`src/rtl/pcr_pkg.sv`:
```
package pcr_pkg;
  // bit positions inside the timing control register
  localparam int unsigned CTRL_RST_BIT = 7;

  // flag bit positions (MSB first order is behaviour seen by software)
  localparam int unsigned FLG_GO_AHEAD = 7;
  localparam int unsigned FLG_EOP      = 6;
  localparam int unsigned FLG_TX_DONE  = 5;
  localparam int unsigned FLG_ABORT    = 4;
  localparam int unsigned FLG_TX_LVL   = 3;
  localparam int unsigned FLG_TX_URUN  = 2;
  localparam int unsigned FLG_RX_LVL   = 1;
  localparam int unsigned FLG_RX_OFLW  = 0;

  // true when this zero write is the one that releases the soft reset
  function automatic logic exit_due(input int unsigned seen, input int unsigned need);
    return (seen + 1) >= need;
  endfunction

  // masked interrupt reduction
  function automatic logic irq_any(input logic [7:0] flags, input logic [7:0] mask);
    return |(flags & mask);
  endfunction
endpackage

```
`src/rtl/pcr_bus_dec.sv`:
```
module pcr_bus_dec #(
  parameter int unsigned ADDR_W = 2,
  parameter int unsigned DATA_W = 8,
  parameter int unsigned A_CTRL = 0,
  parameter int unsigned A_FLAG = 1,
  parameter int unsigned A_MASK = 2,
  parameter int unsigned A_WDOG = 3
) (
  input  logic [ADDR_W-1:0] addr,
  input  logic              wr,
  input  logic              rd,
  input  logic [DATA_W-1:0] ctrl_val,
  input  logic [DATA_W-1:0] flag_val,
  input  logic [DATA_W-1:0] mask_val,
  input  logic [DATA_W-1:0] wdog_val,
  output logic              wr_ctrl,
  output logic              wr_mask,
  output logic              wr_wdog,
  output logic              rd_flag,
  output logic [DATA_W-1:0] rdata
);
  logic hit_ctrl, hit_flag, hit_mask, hit_wdog;

  assign hit_ctrl = (addr == ADDR_W'(A_CTRL));
  assign hit_flag = (addr == ADDR_W'(A_FLAG));
  assign hit_mask = (addr == ADDR_W'(A_MASK));
  assign hit_wdog = (addr == ADDR_W'(A_WDOG));

  assign wr_ctrl = wr & hit_ctrl;
  assign wr_mask = wr & hit_mask;
  assign wr_wdog = wr & hit_wdog;
  assign rd_flag = rd & hit_flag;

  always_comb begin
    rdata = '0;
    if (hit_ctrl) rdata = ctrl_val;
    if (hit_flag) rdata = flag_val;
    if (hit_mask) rdata = mask_val;
    if (hit_wdog) rdata = wdog_val;
  end

  always_comb begin
    assert ($onehot0({wr_ctrl, wr_mask, wr_wdog}))
      else $error("a_r1_one_write_target");
  end
endmodule

```
`src/rtl/pcr_srst_seq.sv`:
```
module pcr_srst_seq
  import pcr_pkg::*;
#(
  parameter int unsigned DATA_W      = 8,
  parameter int unsigned EXIT_WRITES = 2,
  localparam int unsigned CNT_W      = $clog2(EXIT_WRITES + 1)
) (
  input  logic              clk,
  input  logic              rst_n,
  input  logic              wr_ctrl,
  input  logic [DATA_W-1:0] wdata,
  output logic              rst_bit,
  output logic              hold,
  output logic              flush,
  output logic [DATA_W-2:0] cfg
);
  logic             rst_q;
  logic [CNT_W-1:0] cnt_q;
  logic             flush_q;
  logic [DATA_W-2:0] cfg_q;
  logic             set_req;
  logic             zero_req;
  logic             release_now;

  assign set_req     = wr_ctrl & wdata[CTRL_RST_BIT];
  assign zero_req    = wr_ctrl & ~wdata[CTRL_RST_BIT];
  assign release_now = zero_req & rst_q & exit_due(32'(cnt_q), EXIT_WRITES);

  always_ff @(posedge clk or negedge rst_n) begin
    if (!rst_n) begin
      rst_q   <= 1'b0;
      cnt_q   <= '0;
      flush_q <= 1'b0;
    end else begin
      flush_q <= set_req;
      if (set_req) begin
        rst_q <= 1'b1;
        cnt_q <= '0;
      end else if (zero_req && rst_q) begin
        if (release_now) begin
          rst_q <= 1'b0;
          cnt_q <= '0;
        end else begin
          cnt_q <= cnt_q + 1'b1;
        end
      end
    end
  end

  always_ff @(posedge clk or negedge rst_n) begin
    if (!rst_n) cfg_q <= '0;
    else if (rst_q || set_req) cfg_q <= '0;
    else if (zero_req) cfg_q <= wdata[DATA_W-2:0];
  end

  assign rst_bit = rst_q;
  assign hold    = rst_q | set_req;
  assign flush   = flush_q;
  assign cfg     = cfg_q;

  a_r5_exit_on_zero_write: assert property (@(posedge clk) disable iff (!rst_n)
    $fell(rst_q) |-> $past(wr_ctrl && !wdata[CTRL_RST_BIT]));
  a_r6_set_restarts: assert property (@(posedge clk) disable iff (!rst_n)
    (wr_ctrl && wdata[CTRL_RST_BIT]) |=> (rst_q && cnt_q == '0));
  a_r3_flush_in_reset: assert property (@(posedge clk) disable iff (!rst_n)
    flush_q |-> rst_q);
  a_r2_cfg_held: assert property (@(posedge clk) disable iff (!rst_n)
    rst_q |-> (cfg_q == '0));
endmodule

```
`src/rtl/pcr_evt_flags.sv`:
```
module pcr_evt_flags #(
  parameter int unsigned NFLAG = 8
) (
  input  logic             clk,
  input  logic             rst_n,
  input  logic             hold,
  input  logic             clr,
  input  logic [NFLAG-1:0] evt,
  output logic [NFLAG-1:0] flags
);
  logic [NFLAG-1:0] flags_q;

  generate
    for (genvar i = 0; i < NFLAG; i++) begin : g_flag
      always_ff @(posedge clk or negedge rst_n) begin
        if (!rst_n) flags_q[i] <= 1'b0;
        else if (hold) flags_q[i] <= 1'b0;
        else flags_q[i] <= (flags_q[i] & ~clr) | evt[i];
      end
    end
  endgenerate

  assign flags = flags_q;

  a_r8_read_clears: assert property (@(posedge clk) disable iff (!rst_n)
    (clr && evt == '0) |=> (flags_q == '0));
  a_r9_same_cycle_kept: assert property (@(posedge clk) disable iff (!rst_n)
    (clr && !hold) |=> ((flags_q & $past(evt)) == $past(evt)));
  a_r7_flags_sticky: assert property (@(posedge clk) disable iff (!rst_n)
    (!clr && !hold) |=> ((flags_q & $past(flags_q)) == $past(flags_q)));
  a_r12_no_latch_in_reset: assert property (@(posedge clk) disable iff (!rst_n)
    hold |=> (flags_q == '0));
endmodule

```
`src/rtl/pc_ctrl_flags.sv`:
```
module pc_ctrl_flags
  import pcr_pkg::*;
#(
  parameter int unsigned ADDR_W      = 2,
  parameter int unsigned DATA_W      = 8,
  parameter int unsigned EXIT_WRITES = 2,
  parameter int unsigned A_CTRL      = 0,
  parameter int unsigned A_FLAG      = 1,
  parameter int unsigned A_MASK      = 2,
  parameter int unsigned A_WDOG      = 3
) (
  input  logic              clk,
  input  logic              rst_n,
  input  logic [ADDR_W-1:0] bus_addr,
  input  logic              bus_wr,
  input  logic              bus_rd,
  input  logic [DATA_W-1:0] bus_wdata,
  output logic [DATA_W-1:0] bus_rdata,
  input  logic [DATA_W-1:0] evt_i,
  output logic [DATA_W-2:0] timing_cfg_o,
  output logic              core_rst_o,
  output logic              fifo_flush_o,
  output logic [DATA_W-1:0] wdog_o,
  output logic              irq_o
);
  logic              wr_ctrl, wr_mask, wr_wdog, rd_flag;
  logic              rst_bit, hold, flush;
  logic [DATA_W-2:0] cfg;
  logic [DATA_W-1:0] flags;
  logic [DATA_W-1:0] mask_q;
  logic [DATA_W-1:0] wdog_q;
  logic [DATA_W-1:0] ctrl_val;

  pcr_bus_dec #(
    .ADDR_W(ADDR_W), .DATA_W(DATA_W),
    .A_CTRL(A_CTRL), .A_FLAG(A_FLAG), .A_MASK(A_MASK), .A_WDOG(A_WDOG)
  ) u_dec (
    .addr(bus_addr), .wr(bus_wr), .rd(bus_rd),
    .ctrl_val(ctrl_val), .flag_val(flags), .mask_val(mask_q), .wdog_val(wdog_q),
    .wr_ctrl(wr_ctrl), .wr_mask(wr_mask), .wr_wdog(wr_wdog), .rd_flag(rd_flag),
    .rdata(bus_rdata)
  );

  pcr_srst_seq #(.DATA_W(DATA_W), .EXIT_WRITES(EXIT_WRITES)) u_srst (
    .clk(clk), .rst_n(rst_n), .wr_ctrl(wr_ctrl), .wdata(bus_wdata),
    .rst_bit(rst_bit), .hold(hold), .flush(flush), .cfg(cfg)
  );

  pcr_evt_flags #(.NFLAG(DATA_W)) u_flags (
    .clk(clk), .rst_n(rst_n), .hold(hold), .clr(rd_flag), .evt(evt_i),
    .flags(flags)
  );

  // mask: cleared by either reset
  always_ff @(posedge clk or negedge rst_n) begin
    if (!rst_n) mask_q <= '0;
    else if (hold) mask_q <= '0;
    else if (wr_mask) mask_q <= bus_wdata;
  end

  // watchdog register: only the hardware reset touches it
  always_ff @(posedge clk or negedge rst_n) begin
    if (!rst_n) wdog_q <= '0;
    else if (wr_wdog) wdog_q <= bus_wdata;
  end

  assign ctrl_val     = {rst_bit, cfg};
  assign timing_cfg_o = cfg;
  assign core_rst_o   = rst_bit;
  assign fifo_flush_o = flush;
  assign wdog_o       = wdog_q;
  assign irq_o        = irq_any(flags, mask_q);

  a_r4_wdog_kept: assert property (@(posedge clk) disable iff (!rst_n)
    (rst_bit && !wr_wdog) |=> $stable(wdog_q));
  a_r2_mask_held: assert property (@(posedge clk) disable iff (!rst_n)
    rst_bit |-> (mask_q == '0));
endmodule

```
`config.mk`:
```
export PLATFORM = sky130hd
export DESIGN_NAME = pc_ctrl_flags
export DESIGN_NICKNAME = d
export VERILOG_FILES = /design/src/rtl/pcr_pkg.sv /design/src/rtl/pcr_bus_dec.sv /design/src/rtl/pcr_srst_seq.sv /design/src/rtl/pcr_evt_flags.sv /design/src/rtl/pc_ctrl_flags.sv
export SDC_FILE = /design/constraint.sdc
export NUM_CORES = 1
export LEC_CHECK = 0
export BUFFER_PORTS_ARGS = -buffer_cell sky130_fd_sc_hd__buf_2
export CAP_MARGIN = 20
export CORE_MARGIN = 4
export CORE_UTILIZATION = 25
export CTS_BUF_LIST = sky130_fd_sc_hd__clkbuf_8
export DETAILED_ROUTE_END_ITERATION = 12
export PLACE_DENSITY_LB_ADDON = 0.15
export SLEW_MARGIN = 20
export SYNTH_ARGS = -nofsm -noshare
export SYNTH_HDL_FRONTEND = slang
export SYNTH_SLANG_ARGS = --single-unit
```
`constraint.sdc`:
```
create_clock -name clk -period 3 [get_ports clk]
set_clock_uncertainty 0.15 [all_clocks]
set_input_delay 0.45 -clock clk [delete_from_list [all_inputs] [get_ports clk]]
set_output_delay 0.45 -clock clk [all_outputs]
set_load 0.005 [all_outputs]
```
==> impl_metrics.ini <==
[run_status]
status = finished clean

[cells_and_area]
area_growth_pct = 24.2
fin_nets = 203
drive_above_1_share_pct = 43.6
n_antenna_cell = 0
fillers = 666
seq_area_um2 = 876
multi_input_area_um2 = 733

[placement]
gp_congestion = 0.681
io_buffers = 47
dp_hpwl_um = 3350

[yosys]
synthCells = 132
ys_types = 33
synth_top_area_share_pct = 52.7
syn_area_um2 = 1660
yosys.area.top_type = dfrtp_1
ys.flop_type = dfrtp_1
synth_area_leaders = dfrtp_1 (53%), mux4_2 (11%), mux2_2 (5.4%)
seq_area_frac_synth_pct = 52.7
syn_nets = 155
ys_ff_latch = 35
synth_edf_count = 0
ys_warn_count = 0
async_flop_share_pct = 100
avgSynthCellArea_um2 = 12.6

[timing]
min_period_over_period_pct = 71.7
setup_tns_ps = 0
slew_headroom_pct = 46.9
fin_crit_ps = 2150
clock.fmax_ghz = 0.465
hold_viol_final = 0
rsz0062_at_grt = no
final-setup-viol-count = 0
tightest_slew_ps = 796
slew_viol_final = 0

[cts]
htreeDepth = 2
cts_buffers = 5
cts.sinks = 35
cts_setup_buffers = 0
cts_hold_buf = 0
cts_max_path_buffers = 2
ctsResizeCount = 0
cts_tree = built
clk_transition_reported_paths_ps = 70
insertion_delay_ps = 280
root_buffer = clkbuf_8

[global_routing]
grt_pass1_vias = 1351
grt_max_degree = 36
grt_first_pass_wirelength_um = 7370
antenna_found_initial = 0
track_usage_pct = 12.8
grt_overflow_total = 0

[worst_setup_path]
crit_path_end_kind = primary output
crit_type = in -> out
crit_fanout = 13
rrSetupSlack_ps = 1550
worstPathArrival_ps = 1550
required_ps = 2400
start_kind = primary input

[routing]
drt_wl_total_um = 4750
drtAntennaViolNets = 0
firstDrtPassIters = 4
wl_per_cell_um = 18.4
vias_per_cell = 5.00
drc = 0
drt_iter0_markers = 29
vias = 1290

[power_and_ir_drop]
power_density_nw_per_um2 = 621
peakVddDrop_mv = 0.220
cellLeakagePower_nw = 0.967
finalPower_w = 0.00128

[die]
dieArea_um2 = 8010
fp.dieW_um = 89.5
initial_utilization_pct = 26.0
rows = 29
fp.coreArea_um2 = 6390
io_pins = 48
die_y_um = 89.5

[job]
max-cap-violations = 0

[min_path]
hold_path_class = in -> async
## state kept, by name, indices dropped and copies added (netlist names)
| register | flops |
|---|---|
| u_srst.flush | 1 |
| u_flags.flags | 8 |
| u_srst.cnt_q | 2 |
| u_srst.rst_bit | 1 |
| wdog_o | 8 |
| mask_q | 8 |
| u_srst.cfg | 7 |
## cells in the mapped netlist (all sizes together), types with 2 or more instances
cell	instances
dfrtp	35
a21oi	17
nor2	9
mux2	8
mux4	8
nand2	8
nand3b	8
a22o	7
buf	7
a22oi	4
inv	2
nand3	2
nand4	2
nor2b	2
## placed cells by master (no fill, tap or decap), drive strengths merged, types with 2 or more instances in the layout
cell type / instances
clkbuf: 7
mux2: 8
nor2b: 2
a21oi: 17
inv: 3
mux4: 8
nand4: 2
nand2: 8
a22oi: 4
nand3b: 8
nand3: 2
a22o: 7
nor2: 9
dfrtp: 35
buf: 49
## area by class of cell
cell class,instances,area share (%)
clock buffers,7,4.67
clock inverters,1,0.182
inverters,2,0.364
repair buffers,49,12.1
flip-flops and latches,35,42.4
well taps,77,4.67
multi-input cells,87,35.5
## layer usage
| layer | vias up | wire, µm | GRT usage, % |
|---|---|---|---|
| li1 | 591 | - | - |
| met1 | 666 | 1980 | 15.7 |
| met2 | 29 | 2540 | 22.6 |
| met3 | 4 | 199 | 2.76 |
| met4 | 0 | 34 | 3.65 |
| met5 | - | 0 | 0 |
## worst paths after layout
| check | end | depth (start not counted) | startpoint |
|---|---|---|---|
| max | bus_rdata[7] | 3 | bus_addr[0] |
| min | wdog_o[5] | 1 | rst_n |
| max reg2reg | mask_q[2] | 3 | u_srst.rst_bit |
| min reg2reg | wdog_o[1] | 1 | wdog_o[1] |
| max in group asynchronous | mask_q[1] | 1 | rst_n |
| min in group clk | u_flags.flags[7] | 3 | evt_i[7] |
## kinds of logic (layout without fill, tap and decap cells)
family	count (synthesis)	count (layout)	share of synthesized area, %
and+or+nand+nor	36	36	13.3
DFF	35	35	52.7
AOI/OAI and AO/OA	34	34	13.9
muxes	16	16	16.3
buffers and inverters	10	59	3.16
adders and majority gates	1	1	0.753
## metrics by stage
step	instance area [µm²]	utilization [%]	cells	worst slack, ps	hold WS (ps)
2_1_floorplan	1660	-	132	1290	4.41
3_3_place_gp	1960	30.7	250	831	355
6_report	2060	32.3	258	849	106
4_1_cts	2060	32.3	258	810	129
3_5_place_dp	1960	30.7	250	815	366
5_1_grt	2060	32.3	258	753	178
## critical path, stage by stage
cell    delay [ps]
buf_2          390
mux4_2         570
buf_2          140
## where the power goes
part | leakage [nW] | total, W | internal, W | switching [W]
combinational | 0.462 | 0.000312 | 0.000147 | 0.000165
sequential | 0.450 | 0.000602 | 0.000547 | 0.0000550
clock | 0.0557 | 0.000368 | 0.000206 | 0.000162
total | 0.967 | 0.00128 | 0.000900 | 0.000381
No activity file was read; power rests on OpenSTA's default activity.
